--- config.mk ---
export PLATFORM = sky130hd
export DESIGN_NAME = spi_port
export DESIGN_NICKNAME = d
export VERILOG_FILES = /design/src/rtl/spi_port_pkg.sv /design/src/rtl/spi_sync.sv /design/src/rtl/spi_clk_gen.sv /design/src/rtl/spi_shift_core.sv /design/src/rtl/spi_port.sv
export SDC_FILE = /design/constraint.sdc
export NUM_CORES = 1
export LEC_CHECK = 0
export BUFFER_PORTS_ARGS = -buffer_cell sky130_fd_sc_hd__buf_2
export CAP_MARGIN = 0
export CORE_MARGIN = 2
export CORE_UTILIZATION = 32
export CTS_BUF_LIST = sky130_fd_sc_hd__clkbuf_2
export DETAILED_ROUTE_END_ITERATION = 8
export GPL_ROUTABILITY_DRIVEN = 0
export HOLD_SLACK_MARGIN = 0.05
export MAX_ROUTING_LAYER = met4
export SETUP_SLACK_MARGIN = 0.2
export SLEW_MARGIN = 20
export SYNTH_ARGS = -nofsm -noshare
export SYNTH_HDL_FRONTEND = slang
export SYNTH_HIERARCHICAL = 1
export SYNTH_SLANG_ARGS = --single-unit
--- constraint.sdc ---
create_clock -name clk -period 4.5 [get_ports clk]
set_clock_uncertainty 0.2 [all_clocks]
set_input_delay 0.225 -clock clk [delete_from_list [all_inputs] [get_ports clk]]
set_output_delay 0.225 -clock clk [all_outputs]
set_load 0.02 [all_outputs]
--- src/rtl/spi_port_pkg.sv ---
package spi_port_pkg;

   typedef struct packed {
      logic       master;
      logic       cpol;
      logic       cpha;
      logic [1:0] rate;
      logic       dbl;
   } spi_ctl_t;

   // largest half-period exponent of the rate table
   localparam int unsigned HALF_EXP_MAX = 6;

   // log2 of the SCK half period in system clocks
   function automatic logic [2:0] half_exp(input logic [1:0] rate, input logic dbl);
      logic [2:0] e;
      case (rate)
         2'd0:    e = 3'd1;
         2'd1:    e = 3'd3;
         2'd2:    e = 3'd5;
         default: e = 3'd6;
      endcase
      return dbl ? e - 3'd1 : e;
   endfunction

endpackage

--- src/rtl/spi_sync.sv ---
module spi_sync #(
   parameter int   STAGES  = 2,
   parameter logic RST_VAL = 1'b0
) (
   input  logic clk,
   input  logic rst_n,
   input  logic d,
   output logic q
);
   if (STAGES < 1) begin : g_bad_stages
      $error("spi_sync: STAGES must be at least 1");
   end

   logic [STAGES-1:0] st;

   if (STAGES == 1) begin : g_single
      always_ff @(posedge clk or negedge rst_n) begin
         if (!rst_n) st <= RST_VAL;
         else        st <= d;
      end
   end else begin : g_chain
      always_ff @(posedge clk or negedge rst_n) begin
         if (!rst_n) st <= {STAGES{RST_VAL}};
         else        st <= {st[STAGES-2:0], d};
      end
   end

   assign q = st[STAGES-1];
endmodule

--- src/rtl/spi_clk_gen.sv ---
module spi_clk_gen
   import spi_port_pkg::*;
#(
   parameter int EXP_MAX = HALF_EXP_MAX
) (
   input  logic       clk,
   input  logic       rst_n,
   input  logic       run,
   input  logic       restart,
   input  logic [1:0] rate,
   input  logic       dbl,
   output logic       tick
);
   if (EXP_MAX < 1) begin : g_bad_exp
      $error("spi_clk_gen: EXP_MAX must be at least 1");
   end

   localparam int CW = EXP_MAX;

   logic [CW-1:0] cnt;
   logic [CW-1:0] lim;

   always_comb begin
      lim = CW'((32'd1 << half_exp(rate, dbl)) - 32'd1);
   end

   assign tick = run && (cnt >= lim);

   always_ff @(posedge clk or negedge rst_n) begin
      if (!rst_n)                      cnt <= '0;
      else if (!run || restart || tick) cnt <= '0;
      else                              cnt <= cnt + 1'b1;
   end

   AST_IDLE_COUNTER_CLEAR: assert property (@(posedge clk) disable iff (!rst_n)
      !run |=> cnt == '0);
endmodule

--- src/rtl/spi_shift_core.sv ---
module spi_shift_core #(
   parameter int W = 8
) (
   input  logic         clk,
   input  logic         rst_n,
   input  logic         load,
   input  logic [W-1:0] load_data,
   input  logic         cpha,
   input  logic         setup_ev,
   input  logic         sample_ev,
   input  logic         in_bit,
   output logic         out_bit,
   output logic [W-1:0] rx_q,
   output logic [W-1:0] rx_next
);
   if (W < 2) begin : g_bad_w
      $error("spi_shift_core: W must be at least 2");
   end

   // one spare bit: phase 1 shows the first bit only after the leading edge
   logic [W:0] out_q;

   assign out_bit = out_q[W];
   assign rx_next = {rx_q[W-2:0], in_bit};

   always_ff @(posedge clk or negedge rst_n) begin
      if (!rst_n) begin
         out_q <= '0;
         rx_q  <= '0;
      end else if (load) begin
         out_q <= cpha ? {1'b0, load_data} : {load_data, 1'b0};
         rx_q  <= '0;
      end else begin
         if (setup_ev)  out_q <= {out_q[W-1:0], 1'b0};
         if (sample_ev) rx_q  <= rx_next;
      end
   end

   AST_LOAD_CLEARS_RX: assert property (@(posedge clk) disable iff (!rst_n)
      load |=> rx_q == '0);
endmodule

--- src/rtl/spi_port.sv ---
module spi_port
   import spi_port_pkg::*;
#(
   parameter int FRAME_BITS  = 8,
   parameter int SYNC_STAGES = 2
) (
   input  logic                  clk,
   input  logic                  rst_n,
   input  logic                  cfg_wr,
   input  logic                  cfg_master,
   input  logic                  cfg_cpol,
   input  logic                  cfg_cpha,
   input  logic [1:0]            cfg_rate,
   input  logic                  cfg_dbl,
   input  logic                  ss_is_input,
   input  logic                  dat_wr,
   input  logic [FRAME_BITS-1:0] dat_wdata,
   input  logic                  dat_rd,
   input  logic                  sts_rd,
   output logic [FRAME_BITS-1:0] dat_rdata,
   output logic                  done_o,
   output logic                  master_o,
   input  logic                  sck_i,
   output logic                  sck_o,
   output logic                  sck_oe,
   input  logic                  mosi_i,
   output logic                  mosi_o,
   output logic                  mosi_oe,
   input  logic                  miso_i,
   output logic                  miso_o,
   output logic                  miso_oe,
   input  logic                  ss_i,
   output logic                  ss_o,
   output logic                  ss_oe
);
   if (FRAME_BITS < 2) begin : g_bad_frame
      $error("spi_port: FRAME_BITS must be at least 2");
   end
   if (SYNC_STAGES < 2) begin : g_bad_sync
      $error("spi_port: SYNC_STAGES must be at least 2");
   end

   localparam int EW = $clog2(2 * FRAME_BITS);
   localparam int SW = $clog2(FRAME_BITS);
   localparam logic [EW-1:0] LAST_EDGE = EW'(2 * FRAME_BITS - 1);
   localparam logic [SW-1:0] LAST_SAMP = SW'(FRAME_BITS - 1);

   spi_ctl_t             ctl_q;
   logic                 busy_q;
   logic                 sck_ph_q;
   logic [EW-1:0]        edge_cnt;
   logic [SW-1:0]        samp_cnt;
   logic                 done_q;
   logic                 armed_q;
   logic [FRAME_BITS-1:0] rdata_q;
   logic [FRAME_BITS-1:0] tx_hold_q;
   logic                 sck_d;

   // pin synchronizers
   logic sck_s, mosi_s, ss_s;

   spi_sync #(.STAGES(SYNC_STAGES), .RST_VAL(1'b0)) u_sync_sck (
      .clk(clk), .rst_n(rst_n), .d(sck_i), .q(sck_s));
   spi_sync #(.STAGES(SYNC_STAGES), .RST_VAL(1'b0)) u_sync_mosi (
      .clk(clk), .rst_n(rst_n), .d(mosi_i), .q(mosi_s));
   spi_sync #(.STAGES(SYNC_STAGES), .RST_VAL(1'b1)) u_sync_ss (
      .clk(clk), .rst_n(rst_n), .d(ss_i), .q(ss_s));

   // control decode
   logic fault, start, tick, m_last;

   assign fault = ctl_q.master & ss_is_input & ~ss_s;
   assign start = dat_wr & ctl_q.master & ~busy_q & ~fault;

   spi_clk_gen u_clk_gen (
      .clk(clk), .rst_n(rst_n), .run(busy_q), .restart(start),
      .rate(ctl_q.rate), .dbl(ctl_q.dbl), .tick(tick));

   assign m_last = tick & (edge_cnt == LAST_EDGE);

   // edge classification for both roles
   logic s_active, s_rise, s_fall, s_lead, s_trail;
   logic lead_ev, trail_ev, setup_ev, sample_ev, in_bit, s_last;

   assign s_active = ~ctl_q.master & ~ss_s;
   assign s_rise   = sck_s & ~sck_d;
   assign s_fall   = ~sck_s & sck_d;
   assign s_lead   = s_active & (ctl_q.cpol ? s_fall : s_rise);
   assign s_trail  = s_active & (ctl_q.cpol ? s_rise : s_fall);

   assign lead_ev   = ctl_q.master ? (tick & ~sck_ph_q) : s_lead;
   assign trail_ev  = ctl_q.master ? (tick &  sck_ph_q) : s_trail;
   assign setup_ev  = ctl_q.cpha ? lead_ev  : trail_ev;
   assign sample_ev = ctl_q.cpha ? trail_ev : lead_ev;
   assign in_bit    = ctl_q.master ? miso_i : mosi_s;
   assign s_last    = ~ctl_q.master & sample_ev & (samp_cnt == LAST_SAMP);

   // shift datapath
   logic                  core_load, out_bit;
   logic [FRAME_BITS-1:0] load_data, rx_q, rx_next;

   assign core_load = start | (~ctl_q.master & ss_s);
   assign load_data = start ? dat_wdata : tx_hold_q;

   spi_shift_core #(.W(FRAME_BITS)) u_core (
      .clk(clk), .rst_n(rst_n), .load(core_load), .load_data(load_data),
      .cpha(ctl_q.cpha), .setup_ev(setup_ev), .sample_ev(sample_ev),
      .in_bit(in_bit), .out_bit(out_bit), .rx_q(rx_q), .rx_next(rx_next));

   // completion flag handling
   logic done_set, done_clr;

   assign done_set = fault | m_last | s_last;
   assign done_clr = armed_q & (dat_rd | dat_wr);

   always_ff @(posedge clk or negedge rst_n) begin
      if (!rst_n) begin
         ctl_q <= '0;
      end else begin
         if (cfg_wr) begin
            ctl_q.master <= cfg_master;
            ctl_q.cpol   <= cfg_cpol;
            ctl_q.cpha   <= cfg_cpha;
            ctl_q.rate   <= cfg_rate;
            ctl_q.dbl    <= cfg_dbl;
         end
         if (fault) ctl_q.master <= 1'b0;
      end
   end

   always_ff @(posedge clk or negedge rst_n) begin
      if (!rst_n) begin
         busy_q   <= 1'b0;
         sck_ph_q <= 1'b0;
         edge_cnt <= '0;
      end else if (fault || !ctl_q.master) begin
         busy_q   <= 1'b0;
         sck_ph_q <= 1'b0;
         edge_cnt <= '0;
      end else if (start) begin
         busy_q   <= 1'b1;
         sck_ph_q <= 1'b0;
         edge_cnt <= '0;
      end else if (tick) begin
         sck_ph_q <= ~sck_ph_q;
         edge_cnt <= m_last ? '0 : edge_cnt + 1'b1;
         if (m_last) busy_q <= 1'b0;
      end
   end

   always_ff @(posedge clk or negedge rst_n) begin
      if (!rst_n) begin
         samp_cnt <= '0;
         sck_d    <= 1'b0;
      end else begin
         sck_d <= sck_s;
         if (ctl_q.master || ss_s) samp_cnt <= '0;
         else if (sample_ev)       samp_cnt <= s_last ? '0 : samp_cnt + 1'b1;
      end
   end

   always_ff @(posedge clk or negedge rst_n) begin
      if (!rst_n) begin
         done_q  <= 1'b0;
         armed_q <= 1'b0;
      end else begin
         if (done_set) begin
            done_q  <= 1'b1;
            armed_q <= 1'b0;
         end else if (done_clr) begin
            done_q  <= 1'b0;
            armed_q <= 1'b0;
         end else if (sts_rd && done_q) begin
            armed_q <= 1'b1;
         end
      end
   end

   always_ff @(posedge clk or negedge rst_n) begin
      if (!rst_n) begin
         rdata_q   <= '0;
         tx_hold_q <= '0;
      end else begin
         if (m_last)      rdata_q <= sample_ev ? rx_next : rx_q;
         else if (s_last) rdata_q <= rx_next;
         if (dat_wr && (!ctl_q.master || start)) tx_hold_q <= dat_wdata;
      end
   end

   // pins
   assign sck_o     = ctl_q.cpol ^ sck_ph_q;
   assign sck_oe    = ctl_q.master;
   assign mosi_o    = out_bit;
   assign mosi_oe   = ctl_q.master;
   assign miso_o    = out_bit;
   assign miso_oe   = ~ctl_q.master & ~ss_s;
   assign ss_o      = ~busy_q;
   assign ss_oe     = ctl_q.master & ~ss_is_input;
   assign dat_rdata = rdata_q;
   assign done_o    = done_q;
   assign master_o  = ctl_q.master;

   // checks
   AST_FAULT_DEMOTES: assert property (@(posedge clk) disable iff (!rst_n)
      ctl_q.master && ss_is_input && !ss_s |=> !ctl_q.master && done_q);
   AST_MASTER_STICKY: assert property (@(posedge clk) disable iff (!rst_n)
      !ctl_q.master && !cfg_wr |=> !ctl_q.master);
   AST_SLAVE_NOT_BUSY: assert property (@(posedge clk) disable iff (!rst_n)
      !ctl_q.master |=> !busy_q);
   AST_SCK_RESTS: assert property (@(posedge clk) disable iff (!rst_n)
      $fell(busy_q) |-> sck_o == ctl_q.cpol);
   AST_SLAVE_COUNT_RESET: assert property (@(posedge clk) disable iff (!rst_n)
      ss_s |=> samp_cnt == '0);
   AST_DONE_HOLDS: assert property (@(posedge clk) disable iff (!rst_n)
      done_q && !armed_q |=> done_q);
endmodule

* Yosys cells after proc, flatten, opt, wreduce, memory -nomap -nowiden *
Index checks and enable logic that the tools add are counted.

storage, ports and cells
  bits of input ports = 25
  memories kept = 0
  bits in read-only memories = 0
  bits in writable memories = 0
  flip-flop bits (word level) = 63
  bits in latches = 0

cells by class
  $mul = 0
  reductions and logical operators = 20
  add/sub/neg operators = 5
  div/mod/pow operators = 0
  bitwise operators = 31
  shift operators = 1
  multiplexer cells = 39
  equal/unequal tests = 4
  $lt $le $gt $ge = 1

operators by type and width
  cell                                              number
  2-to-1 mux 8 bit                                  5
  2-to-1 mux 9 bit                                  3
  2-to-1 mux 1 bit                                  20
  AND 1 bit                                         18
  2-to-1 mux 4 bit                                  4
  2-to-1 mux 3 bit                                  4
  2-to-1 mux 6 bit                                  2
  nonzero test 2 bit                                5
  one-hot mux 3 bit (3 select lines)                1
  nonzero test 3 bit                                3
  NOT 1 bit                                         8
  adder 6 x 1 -> 6 bit, second input constant       1
  >= comparator 6 bit                               1
  << shifter 1 x 3 -> 6 bit, first input constant   1
  subtractor 6 x 1 -> 6 bit, second input constant  1
  logical OR 1 bit                                  5
  adder 4 x 1 -> 4 bit, second input constant       1
  == test 4 bit, second input constant              1
  bitwise OR 1 bit                                  4
  adder 3 x 1 -> 3 bit, second input constant       1
  == test 3 bit, second input constant              1
  logical AND 1 bit                                 3
  subtractor 3 x 1 -> 3 bit, second input constant  1
  == test 2 x 1 -> 1 bit, second input constant     1
  5 further kinds                                   6

* Longest topological paths before layout *
  depth in word-level cells = 16
  gate-level depth with buffers = 13
  mapped depth without buffers = 11

* By module *
Netlist, hierarchy kept.

by module, submodules not included
  module                      times used  area each (um2)  cells an instance
  spi_port                    1           1,858.0          183
  spi_shift_core              1           898.4            73
  spi_clk_gen                 1           461.7            48
  spi_sync (u_sync_mosi ...)  2           50.0             2
  spi_sync (u_sync_ss)        1           52.6             2

* Least setup slack after synthesis *
OpenSTA, ideal clock, no wires.

  path type = reg2reg
  start = reg ctl_q[2] (netlist name)
  end = reg rdata_q[0], in the netlist dat_rdata[0]
  period minus slack after synthesis = 2.849 ns
  stages on the path, launching flop included = 12
  setup slack = 1.651 ns
  arrival = 2.526 ns
  cell sequence = dfrtp_1 > or3_1 > ha_1 > nand2b_4 > a21oi_4 > o21ai_0 > and2_1 > buf_2 > nand4_1 > clkbuf_1 > o21ai_4 > o221a_2

between the ends
  longest elaborated chain between the ends = 14
  elaborated cells on any way between the ends = 21

ends and longest elaborated chain
  element                                     line                            text
  == test 2 bit (tied with other cells)       spi_port_pkg.sv:17              case (rate)
  one-hot mux 3 bit (3 select lines) (*)      spi_port_pkg.sv:17
  subtractor 3 x 1 -> 3 bit                   spi_port_pkg.sv:23              return dbl ? e - 3'd1 : e;
  2-to-1 mux 3 bit (*)                        spi_port_pkg.sv:23
  << shifter 1 x 3 -> 6 bit (*)               spi_clk_gen.sv:24               lim = CW'((32'd1 << half_exp(rate, dbl)) - 32'd1);
  subtractor 6 x 1 -> 6 bit (*)               spi_clk_gen.sv:24
  >= comparator 6 bit (*)                     spi_clk_gen.sv:27               assign tick = run && (cnt >= lim);
  logical AND 1 bit (*)                       spi_clk_gen.sv:27
  via tick                                    spi_port.sv:70                  logic fault, start, tick, m_last;
  AND 1 bit, on equally long branches         spi_port.sv:91, spi_port.sv:92
  2-to-1 mux 1 bit, on equally long branches  spi_port.sv:91, spi_port.sv:92
  2-to-1 mux 1 bit                            spi_port.sv:94                  assign sample_ev = ctl_q.cpha ? trail_ev : lead_ev;
  AND 1 bit (2 in series)                     spi_port.sv:96                  assign s_last = ~ctl_q.master & sample_ev & (samp_cnt == LAST_SAMP);
  nonzero test 2 bit (no line)                -
  end signal, assigned                        spi_port.sv:184                 if (m_last) rdata_q <= sample_ev ? rx_next : rx_q;
  end signal, assigned                        spi_port.sv:185                 else if (s_last) rdata_q <= rx_next;
  end, declared                               spi_port.sv:55                  logic [FRAME_BITS-1:0] rdata_q;

Mark *: on every way through the listed nets, which the timed path passes. The rest lies on a longest branch.
A chain may end at the register's enable or synchronous reset.

* Final worst setup path *
  start = reg ctl_q[2] (netlist name)
  end = reg armed_q

between the ends
  longest elaborated chain between the ends = 15
  elaborated cells on any way between the ends = 22

ends and longest elaborated chain
  element                                                           line                            text
  == test 2 bit (tied with other cells)                             spi_port_pkg.sv:17
  one-hot mux 3 bit (3 select lines) (*)                            spi_port_pkg.sv:17
  subtractor 3 x 1 -> 3 bit                                         spi_port_pkg.sv:23
  2-to-1 mux 3 bit (*)                                              spi_port_pkg.sv:23
  << shifter 1 x 3 -> 6 bit (*)                                     spi_clk_gen.sv:24
  subtractor 6 x 1 -> 6 bit (*)                                     spi_clk_gen.sv:24
  >= comparator 6 bit (*)                                           spi_clk_gen.sv:27
  logical AND 1 bit (*)                                             spi_clk_gen.sv:27
  via tick                                                          spi_port.sv:70
  AND 1 bit, on equally long branches                               spi_port.sv:91, spi_port.sv:92
  2-to-1 mux 1 bit, on equally long branches                        spi_port.sv:91, spi_port.sv:92
  2-to-1 mux 1 bit                                                  spi_port.sv:94
  AND 1 bit (2 in series)                                           spi_port.sv:96
  bitwise OR 1 bit (*)                                              spi_port.sv:113                 assign done_set = fault | m_last | s_last;
  nonzero test 3 bit (no line) or 2-to-1 mux 1 bit (tied branches)  -
  end signal, assigned                                              spi_port.sv:165                 armed_q <= 1'b0;
  end signal, assigned                                              spi_port.sv:169                 armed_q <= 1'b0;
  end signal, assigned                                              spi_port.sv:172                 armed_q <= 1'b0;
  end, declared                                                     spi_port.sv:54                  logic armed_q;

Marked as above.

==> implementation parameters <==
Parameter                              Value

Synthesis
  Leading register cell type out of synthesis ... dfrtp_1
  Number of synthesized flops with an enable pin ... 0
  FFs w/ async S/R, synth ... 1.00
  Combinational family with the most area after synthesis ... multiplexers
  Share of the synthesized area in compound gates (AO/OA/AOI/OAI) ... 0.110
  Average cell area after synthesis ... 10.9 sq um
  Synth warn ... 6
  Share of the synthesized netlist area taken by xor and xnor gates ... 0.0282
  Post-synthesis cell type count ... 49
  Number of register bits inferred by synthesis ... 63
  Gate Count Post-Synth ... 310
  Adder-cell share of the synthesized area ... 0.0371
  Mux share of post-synthesis cell area ... 0.149
  Post-synthesis sequential area ratio ... 0.468
  Post-synthesis instance area ... 3370 sq um
  Simple-gate share of the synthesized area ... 0.148
  Synth Net Count ... 345

Run
  Count of maximum capacitance violations ... 0

Run status
  Outcome ... finished, final reports clean

Routing
  Remaining antenna violation count after routing ... 0
  DRC violations left ... 0
  Average wire per cell in the routed design ... 13.4 microns
  Via count ... 2,468
  Iter 0 DRT Violations ... 94
  Detailed-route vias per instance ... 4.75
  Total wirelength of the detailed-routed design ... 6950 microns
  Number of iterations in the first detailed-routing pass ... 4

STA
  Final worst hold slack ... 130 ps
  Count of endpoints failing hold in the final timing report ... 0
  Relative slew slack ... 0.468
  Count of final setup violators ... 0
  Part of the cycle the worst path needs ... 0.736
  Peak clock frequency supported by timing ... 302 MHz
  Number of pins with negative max-slew slack in the final report ... 0
  Setup repair after global routing missed its margin ... false
  Minimum clock period after layout ... 3310 ps
  Post-route setup TNS ... 0 ps
  Slew @ Worst Pin ... 797 ps

Cells and area
  Commonest cells after routing, fill and taps aside ... 61 x dfrtp_1, 42 x buf_2, 35 x dlygate4sd3_1
  Share of the core filled with cells ... 0.402
  Post-synthesis to final-layout area growth ... 22.5%
  Final nets ... 413
  Total area of multi-input combinational cells ... 1590 sq um
  Fillers ... 1,023
  Register area ... 1580 sq um
  Proportion of layout cells with a drive suffix above 1 ... 0.287
  Most common library cell in the layout ignoring fill and taps ... dfrtp_1

Min path
  HP Start ... sck_i
  Hold Path Depth ... 2
  Worst Hold Endpoint ... u_sync_sck/st[0]$_DFF_PN0_
  Path category of the worst min-delay check ... in -> reg

Worst setup path
  CP Launch Type ... flop
  Data arrival, critical path ... 3600 ps
  Reg-to-reg critical path startpoint ... ctl_q[2]$_DFFE_PN0P_
  Worst setup slack for register-to-register paths ... 1190 ps
  Worst R2R End ... armed_q$_DFFE_PN0P_
  Top fanout value on the critical path ... 20
  Endpoint kind of the worst setup timing path ... flop
  R2r worst-path depth ... 11
  Required time of the worst setup path ... 4790 ps
  CP Class ... reg -> reg

Clock tree
  Number of clock sinks ... 63
  Number of setup buffers added after CTS ... 0
  Clock buffer count from CTS ... 9
  Clock tree from TritonCTS ... yes
  Deepest clock path buffer count ... 2
  H-tree levels ... 3
  CTS clock-pin slew for the worst setup and hold paths ... 200 ps
  Quantity of gates resized following cts ... 0
  Clk_lat worst skew ... 530 ps
  Library cell used as clock root buffer ... clkbuf_2
  Hold-fix buffer count after cts ... 35

Global routing
  Vias in the first global route ... 2,570
  Maximum number of pins on one net before global-route repair ... 64
  Global Route Usage Sum ... 0.138
  First-pass GRT wire length ... 12,100 microns
  Total congestion overflow after global routing ... 0
  Number of antenna violations at the first check in global routing ... 1

Power and ir drop
  Total power consumption of the routed design ... 0.00149 W
  P per Cell Area ... 361 nW/um^2
  Worst vdd rail ir drop ... 0.189 mV
  Leakage component of the power ... 1.90 nW

Floorplanning
  Core Rows ... 37
  Initial Util ... 0.328
  Width of the die ... 107 microns
  Die Footprint ... 11,400 sq um
  Core box area ... 10,300 sq um
  Vertical die dimension ... 107 microns
  Count of boundary I/O pins ... 43

Placement
  Quantity of I/O buffers inserted on ports ... 42
  Total half-perimeter wirelength after legalization and detailed placement ... 4740 microns
[cell families after synthesis]
logic type                 after synthesis
DFF                                     63
buffers and inverters                   33
adders and majority gates               10
xor gates and xnor gates                10
muxes                                   47
and+or+nand+nor                         97
AOI/OAI and AO/OA                       50
[metal layers]
layer  share of wire  GRT usage  up-vias
met2            0.50      0.231       45
met1            0.44      0.158     1190
met3           0.043     0.0432        9
met4           0.012     0.0455        0
met5               0          -        -
li1                -          -     1224
[worst max-delay path, stage by stage, from the launching register on]
cell           delay, ps
dfrtp_1              470
or3_1                390
ha_1                 280
nand2b_4             150
a21oi_4              170
o21ai_0              100
and2_1               270
nand4_1              140
buf_4                230
o21ai_4              140
nor3_1               190
dlygate4sd3_1        560
[registers in the layout, indices dropped and copies added, names as in the netlist, 2 cells and up]
signal,flops
u_core/out_q,9
dat_rdata,8
tx_hold_q,8
u_core/rx_q,8
u_clk_gen/cnt,6
ctl_q,5
edge_cnt,4
samp_cnt,3
u_sync_mosi/st,2
u_sync_sck/st,2
u_sync_ss/st,2
[final cells by class]
class,count,share of cell area
well taps,136,0.0412
repair buffers,81,0.143
clock buffers,9,0.0109
diodes,1,0.000606
multi-input cells,214,0.385
inverters,9,0.00818
flip-flops and latches,63,0.382
clock inverters,7,0.0291
[cell usage after synthesis, types with 2 or more instances]
library cell,count,area (sq um)
a221o_1,2,20.0
xnor2_1,3,26.3
clkbuf_1,5,18.8
nand4_1,5,31.3
inv_1,8,30.0
xor2_1,6,52.6
o22ai_1,2,12.5
nand3_1,9,45.0
nand2_1,32,120
dfrtp_1,61,1530
o221a_2,8,90.1
dfstp_2,2,52.6
o21ai_0,12,60.1
mux2i_1,31,310
buf_6,4,45.0
or2_2,8,50.1
and3_1,2,12.5
ha_1,10,125
mux2_2,15,169
a21oi_1,17,85.1
buf_4,12,90.1
nor2_1,23,86.3
buf_2,3,15.0
nand2b_1,5,31.3
[power by group]
part | internal, W | leakage (nW) | switching, W
Clock | 0.000241 | 0.0925 | 0.000226
Sequential | 0.000639 | 0.809 | 0.0000588
Combinational | 0.000163 | 1.00 | 0.000161
[worst max path at each step]
stage	from	to	cells after the start
2_1_floorplan	ctl_q[2]$_DFFE_PN0P_	dat_rdata[0]$_DFFE_PN0P_	11
3_3_place_gp	ctl_q[2]$_DFFE_PN0P_	u_core/rx_q[7]$_DFFE_PN0P_	10
3_5_place_dp	ctl_q[2]$_DFFE_PN0P_	u_core/rx_q[2]$_DFFE_PN0P_	10
4_1_cts	ctl_q[2]$_DFFE_PN0P_	armed_q$_DFFE_PN0P_	11
5_1_grt	ctl_q[2]$_DFFE_PN0P_	armed_q$_DFFE_PN0P_	11
6_report	ctl_q[2]$_DFFE_PN0P_	armed_q$_DFFE_PN0P_	11
[through the flow]
step                      setup slack, ps  instance area [sq um]  instances
after global routing                  907                   4130        520
final                                1190                   4130        520
after detailed placement             1460                   3610        468
after floorplan                      1650                   3370        310
after global placement               1530                   3610        468
after CTS                            1170                   4130        519
(Power assumes the default switching activity.)
